**src/rtl/pgrom_pkg.sv**
```systemverilog
package pgrom_pkg;

   typedef enum logic [1:0] {
      OE_ACT_LOW  = 2'd0,
      OE_ACT_HIGH = 2'd1,
      OE_UNUSED   = 2'd2
   } oe_pol_e;

   function automatic int unsigned max3(input int unsigned a,
                                        input int unsigned b,
                                        input int unsigned c);
      int unsigned m;
      m = (a > b) ? a : b;
      return (m > c) ? m : c;
   endfunction

endpackage

```
**src/rtl/pgrom_wait_timer.sv**
```systemverilog
module pgrom_wait_timer #(
   parameter int CNT_W = 4
) (
   input  logic             clk,
   input  logic             rst_n,
   input  logic             load,
   input  logic [CNT_W-1:0] load_val,
   output logic             running,
   output logic             expire
);

   logic [CNT_W-1:0] cnt_q;
   logic             run_q;

   always_ff @(posedge clk or negedge rst_n) begin
      if (!rst_n) begin
         run_q <= 1'b0;
         cnt_q <= '0;
      end else if (load) begin
         run_q <= 1'b1;
         cnt_q <= load_val;
      end else if (run_q) begin
         if (cnt_q == '0) run_q <= 1'b0;
         else             cnt_q <= cnt_q - 1'b1;
      end
   end

   assign running = run_q;
   assign expire  = run_q && (cnt_q == '0);

endmodule

```
**src/rtl/pgrom_page_tag.sv**
```systemverilog
module pgrom_page_tag #(
   parameter int UP_W = 21
) (
   input  logic            clk,
   input  logic            rst_n,
   input  logic            clr,
   input  logic            load,
   input  logic [UP_W-1:0] upper_in,
   input  logic            mode_in,
   output logic            hit
);

   logic            vld_q;
   logic [UP_W-1:0] tag_q;
   logic            mode_q;

   always_ff @(posedge clk or negedge rst_n) begin
      if (!rst_n) begin
         vld_q  <= 1'b0;
         tag_q  <= '0;
         mode_q <= 1'b1;
      end else if (load) begin
         vld_q  <= 1'b1;
         tag_q  <= upper_in;
         mode_q <= mode_in;
      end else if (clr) begin
         vld_q  <= 1'b0;
      end
   end

   assign hit = vld_q && (tag_q == upper_in) && (mode_q == mode_in);

endmodule

```
**src/rtl/pgrom_pin_drv.sv**
```systemverilog
module pgrom_pin_drv
   import pgrom_pkg::*;
#(
   parameter oe_pol_e OE_POL = OE_ACT_LOW,
   parameter int      DATA_W = 16
) (
   input  logic              oe_act,
   input  logic              word_md,
   input  logic              a_lsb,
   input  logic [DATA_W-1:0] d_in,
   output logic              rom_oe,
   output logic              d15_out,
   output logic              d15_oe,
   output logic [DATA_W-1:0] rd_data
);

   localparam int BYTE_W = DATA_W / 2;

   generate
      if (OE_POL == OE_ACT_LOW) begin : g_oe_low
         assign rom_oe = ~oe_act;
      end else if (OE_POL == OE_ACT_HIGH) begin : g_oe_high
         assign rom_oe = oe_act;
      end else begin : g_oe_none
         logic unused_oe;
         assign unused_oe = oe_act;
         assign rom_oe    = 1'b0;
      end
   endgenerate

   assign d15_oe  = ~word_md;
   assign d15_out = word_md ? 1'b0 : a_lsb;

   always_comb begin
      if (word_md) rd_data = d_in;
      else         rd_data = {{(DATA_W - BYTE_W){1'b0}}, d_in[BYTE_W-1:0]};
   end

endmodule

```
**src/rtl/pgrom_rd_ctrl.sv**
```systemverilog
module pgrom_rd_ctrl
   import pgrom_pkg::*;
#(
   parameter int      ADDR_W     = 23,
   parameter int      DATA_W     = 16,
   parameter int      PG_W       = 2,
   parameter int      T_ACC_CYC  = 10,
   parameter int      T_PAGE_CYC = 3,
   parameter int      T_OE_CYC   = 3,
   parameter int      T_MODE_CYC = 10,
   parameter int      IDLE_CYC   = 8,
   parameter oe_pol_e OE_POL     = OE_ACT_LOW
) (
   input  logic              clk,
   input  logic              rst_n,
   input  logic              req_valid,
   output logic              req_ready,
   input  logic [ADDR_W:0]   req_addr,
   input  logic              req_word,
   output logic              rsp_valid,
   output logic [DATA_W-1:0] rsp_data,
   output logic              rom_ce_n,
   output logic              rom_oe,
   output logic              rom_word,
   output logic [ADDR_W-1:0] rom_addr,
   input  logic [DATA_W-1:0] rom_d_in,
   output logic              rom_d15_out,
   output logic              rom_d15_oe
);

   localparam int FULL_CYC = int'(max3(T_ACC_CYC, T_MODE_CYC, T_OE_CYC));
   localparam int CNT_W    = $clog2(FULL_CYC + 1);
   localparam int UP_W     = ADDR_W - PG_W;
   localparam int IDLE_W   = $clog2(IDLE_CYC + 1);

   generate
      if (T_PAGE_CYC < 1 || T_PAGE_CYC > FULL_CYC) begin : g_bad_page
         $error("page wait must lie between 1 and the full wait");
      end
      if (DATA_W % 2 != 0 || DATA_W < 2) begin : g_bad_data
         $error("data width must be even");
      end
      if (PG_W < 1 || PG_W >= ADDR_W) begin : g_bad_pg
         $error("page index width out of range");
      end
      if (IDLE_CYC < 1) begin : g_bad_idle
         $error("idle limit must be at least one cycle");
      end
   endgenerate

   // registered pin state
   logic              ce_on_q, oe_on_q, word_q, lsb_q;
   logic [ADDR_W-1:0] addr_q;
   logic              rsp_vld_q;
   logic [DATA_W-1:0] rsp_dat_q;
   logic [IDLE_W-1:0] idle_q;

   logic              busy, expire, accept, hit, release_ce;
   logic [ADDR_W-1:0] new_addr;
   logic [CNT_W-1:0]  wait_val;
   logic [DATA_W-1:0] rd_fmt;

   assign req_ready = !busy && !rsp_vld_q;
   assign accept    = req_valid && req_ready;
   assign new_addr  = req_word ? req_addr[ADDR_W-1:0] : req_addr[ADDR_W:1];
   assign wait_val  = hit ? CNT_W'(T_PAGE_CYC - 1) : CNT_W'(FULL_CYC - 1);

   assign release_ce = ce_on_q && !busy && !accept &&
                       (idle_q == IDLE_W'(IDLE_CYC - 1));

   pgrom_page_tag #(.UP_W(UP_W)) u_tag (
      .clk      (clk),
      .rst_n    (rst_n),
      .clr      (release_ce),
      .load     (accept),
      .upper_in (new_addr[ADDR_W-1:PG_W]),
      .mode_in  (req_word),
      .hit      (hit)
   );

   pgrom_wait_timer #(.CNT_W(CNT_W)) u_timer (
      .clk      (clk),
      .rst_n    (rst_n),
      .load     (accept),
      .load_val (wait_val),
      .running  (busy),
      .expire   (expire)
   );

   pgrom_pin_drv #(.OE_POL(OE_POL), .DATA_W(DATA_W)) u_pins (
      .oe_act  (oe_on_q),
      .word_md (word_q),
      .a_lsb   (lsb_q),
      .d_in    (rom_d_in),
      .rom_oe  (rom_oe),
      .d15_out (rom_d15_out),
      .d15_oe  (rom_d15_oe),
      .rd_data (rd_fmt)
   );

   // pin control
   always_ff @(posedge clk or negedge rst_n) begin
      if (!rst_n) begin
         ce_on_q <= 1'b0;
         oe_on_q <= 1'b0;
         word_q  <= 1'b1;
         lsb_q   <= 1'b0;
         addr_q  <= '0;
      end else if (accept) begin
         ce_on_q <= 1'b1;
         oe_on_q <= 1'b1;
         word_q  <= req_word;
         lsb_q   <= req_word ? 1'b0 : req_addr[0];
         addr_q  <= new_addr;
      end else if (release_ce) begin
         ce_on_q <= 1'b0;
         oe_on_q <= 1'b0;
      end
   end

   // idle run length while the chip stays selected
   always_ff @(posedge clk or negedge rst_n) begin
      if (!rst_n)                          idle_q <= '0;
      else if (accept || busy || !ce_on_q) idle_q <= '0;
      else if (!release_ce)                idle_q <= idle_q + 1'b1;
      else                                 idle_q <= '0;
   end

   // response capture
   always_ff @(posedge clk or negedge rst_n) begin
      if (!rst_n) begin
         rsp_vld_q <= 1'b0;
         rsp_dat_q <= '0;
      end else begin
         rsp_vld_q <= expire;
         if (expire) rsp_dat_q <= rd_fmt;
      end
   end

   assign rsp_valid = rsp_vld_q;
   assign rsp_data  = rsp_dat_q;
   assign rom_ce_n  = ~ce_on_q;
   assign rom_word  = word_q;
   assign rom_addr  = addr_q;

endmodule

```
**config.mk**
```make
export PLATFORM = sky130hd
export DESIGN_NAME = pgrom_rd_ctrl
export DESIGN_NICKNAME = d
export VERILOG_FILES = /design/src/rtl/pgrom_pkg.sv /design/src/rtl/pgrom_wait_timer.sv /design/src/rtl/pgrom_page_tag.sv /design/src/rtl/pgrom_pin_drv.sv /design/src/rtl/pgrom_rd_ctrl.sv
export SDC_FILE = /design/constraint.sdc
export NUM_CORES = 1
export LEC_CHECK = 0
export ABC_AREA = 1
export BUFFER_PORTS_ARGS = -buffer_cell sky130_fd_sc_hd__buf_2
export CAP_MARGIN = 20
export CORE_ASPECT_RATIO = 2
export CORE_MARGIN = 3
export CORE_UTILIZATION = 42
export DETAILED_ROUTE_END_ITERATION = 6
export HOLD_SLACK_MARGIN = 0.03
export PLACE_DENSITY_LB_ADDON = 0.15
export SYNTH_ARGS = -nofsm -noshare
export SYNTH_HDL_FRONTEND = slang
export SYNTH_SLANG_ARGS = --single-unit
```
**constraint.sdc**
```tcl
create_clock -name clk -period 2 [get_ports clk]
set_clock_uncertainty 0.1 [all_clocks]
set_input_delay 0 -clock clk [delete_from_list [all_inputs] [get_ports clk]]
set_output_delay 0 -clock clk [all_outputs]
set_load 0.005 [all_outputs]
```
==> summary.md <==
| Metric | Value |
|---|---|
| Final setup violation count | `0` |
| DRC Markers | `0` |
| Core footprint | `6410 um^2` |
| Via density | `4.78` |
| Global-route wire length before repair | `13100 um` |
| Final core occ | `0.625` |
| Main combinational cell family by area after synthesis | `simple AND/OR/NAND/NOR gates` |
| Post-synthesis cell count | `389` |
| Later-pin clock latency in the skew report | `300 ps` |
| Async SR Flop Fraction | `1.00` |
| Setup TNS Final | `0 ps` |
| IO Count | `90` |
| Post-synth cell types | `28` |
| Wirelength per Cell | `12.5 um` |
| Ys flop type | `dfrtp_1` |
| Port bufs | `89` |
| TritonCTS buffer count | `5` |
| GR Util met2 | `0.382` |
| Clock sink total | `52` |
| RD Place Congestion | `0.798` |
| Multi-input gate area | `1260 um^2` |
| Mux contribution to synthesized area | `0` |
| Storage element area | `1300 um^2` |
| Top cells by count, synth | `169 x nand2_1, 51 x dfrtp_1, 36 x inv_1` |
| N_diodes | `0` |
| GR Layer Usage met1 | `0.232` |
| Max Cap Viol | `0` |
| Post-route ant nets | `0` |
| Number of flops mapped to enable cells by yosys | `0` |
| PD cells | `1200 nW/um^2` |
| Hold Path Class | `input port to flip-flop` |
| Final hold slack | `57.6 ps` |
| Synth Register Bits | `52` |
| DRT iter0 DRCs | `154` |
| Setup CP Type | `flip-flop to flip-flop` |
| Via count | `2951` |
| Grt ovf | `0` |
| Die area | `7760 um^2` |
| Endpoints failing hold | `0` |
| CP endpoint kind | `flip-flop` |
| Required @ worst endpoint | `2110 ps` |
| Largest net degree at the start of global routing | `28` |
| Synthesized area | `2810 um^2` |
| Yosys top cell area share | `0.455` |
| Startpoint types | `flip-flop` |
| Cell accounting for the most synthesized area | `dfrtp_1` |
| Max Slew Vio Count | `0` |
| RSZ-0062 raised after global routing | `false` |
| Total track usage | `0.214` |
| Worst-path clk slew | `70 ps` |
| Max transition margin | `0.603` |
| Global route hottest layer | `met2` |
| Top-count cell post-synth | `nand2_1` |
| Synth Area in XOR/XNOR | `0.00892` |
| Compound-Gate Fraction of Synth Area | `0.0718` |
| Yosys warns | `0` |
| Worst-path fanout max | `26` |
| GRT met3 Usage | `0.0452` |
| Synth Area in Adders | `0.0134` |
| IR drop worst, VDD | `0.000799 V` |
| H-tree depth | `2` |
| Slew at the pin closest to its max-slew limit | `595 ps` |
| Filler Cells Inserted | `571` |
| Post-layout net count | `577` |
| Fin crit share | `0.936` |
| Highest clock rate | `534 MHz` |
| TritonRoute pass-1 iters | `5` |
| Root Buffer | `clkbuf_16` |
| Die W | `63.8 um` |
| Crit path DAT | `1990 ps` |
| Max clock buf depth | `2` |
| Row cnt | `41` |
| Post-DP HPWL | `5400 um` |
| Synth Area in Simple Gates | `0.354` |
| Die Ht | `122 um` |
| Synth Area per Inst | `7.21 um^2` |
| TritonCTS clock tree | `yes` |
| Synthesis-to-finish area growth | `42.9%` |
| Outcome | `finished clean` |
| Starting Density | `0.437` |
| Final Critical Period | `1870 ps` |
| Vias in the first global route | `3040` |
| Register area share after synthesis | `0.464` |
| Antenna violations before repair | `0` |
| Syn nets | `436` |
| Share of layout cells above drive strength 1 | `0.224` |
| Setup repair bufs after CTS | `0` |
| Final WL | `7700 um` |
| Largest cells by area after synthesis | `dfrtp_1 45%, nand2_1 23%, nand3_1 6.1%` |
| Leak | `2.21 nW` |
==> critical path: stages, from the launching register on <==
cell and delay (ps):
dfrtp_1 410, nor2_1 150, nand2_1 80, inv_1 140
buf_8 190, nand3_1 80, dlygate4sd3_1 560, o21ai_0 70
==> state kept, by name, indices dropped and copies added (netlist names) <==
signal / cells
rsp_valid: 1
rsp_data: 16
idle_q: 4
lsb_q: 1
u_timer.cnt_q: 4
u_tag.vld_q: 1
u_tag.mode_q: 1
u_timer.running: 1
rom_addr: 23
==> power by group <==
part / leakage (nW) / internal [mW] / switching, mW
Clock: 0.0808 / 0.589 / 0.386
Combinational: 1.49 / 0.861 / 1.10
Sequential: 0.642 / 1.53 / 0.331
==> metal layers <==
layer	wire length, um	up-vias	share of wire
met4	240	0	0.031
met3	349	18	0.045
met1	2950	1369	0.38
met5	0	-	0
met2	4160	79	0.54
li1	-	1485	-
==> cells in the final DEF, fill, tap and decap left out, types with 2 or more instances in the layout <==
master,netlist,final
a21oi_1,6,6
a31oi_1,2,2
and2_1,2,2
buf_2,3,89
buf_4,2,5
clkbuf_16,0,5
dfrtp_1,51,51
dlygate4sd3_1,0,52
ha_1,3,3
inv_1,36,36
nand2_1,169,169
nand2_2,11,11
nand3_1,34,34
nor2_1,24,24
o21ai_0,26,26
==> repair_timing <==
item / 4_1_cts / 5_1_grt
setup endpoints to repair: 0 / 1
gates resized for setup: 0 / 2
hold endpoints to repair: 67 / 0
hold buffers: 52 / 0
==> worst paths after layout <==
check | from | endpoint | slack, ps | cells after the start
max | u_timer.running | rom_addr[9] | 130 | 7
max in group asynchronous | rst_n | u_tag.mode_q | 1030 | 3
min in group asynchronous | rst_n | rom_addr[10] | 140 | 2
max reg2reg | u_timer.running | rom_addr[9] | 130 | 7
min reg2reg | rsp_data[1] | rsp_data[1] | 370 | 2
min | req_addr[4] | rom_addr[3] | 60 | 4
==> cell families after synthesis <==
family / count (synthesis)
AND/OR/NAND/NOR: 243
flip-flops: 52
buffers and inverters: 51
AO/OA/AOI/OAI: 38
adder cells (fa/ha/maj): 3
XOR/XNOR: 2
==> cell type report <==
class | count | share of cell area
clock inverters | 2 | 0.00874
well taps | 86 | 0.0268
flip-flops and latches | 52 | 0.325
clock buffers | 6 | 0.0321
repair buffers | 148 | 0.259
multi-input cells | 286 | 0.314
inverters | 37 | 0.0346
==> per-stage QoR <==
stage / setup slack, ps / instances / area (um^2) / total power, mW
after detailed placement: 397 / 557 / 3320 / 3.75
after global placement: 441 / 557 / 3320 / 3.69
after global routing: 12.0 / 617 / 4010 / 5.22
final: 127 / 617 / 4010 / 4.79
after floorplan: 401 / 389 / 2810 / 2.94
after CTS: 37.2 / 617 / 4000 / 4.83
No activity file was read; power rests on OpenSTA's default activity.
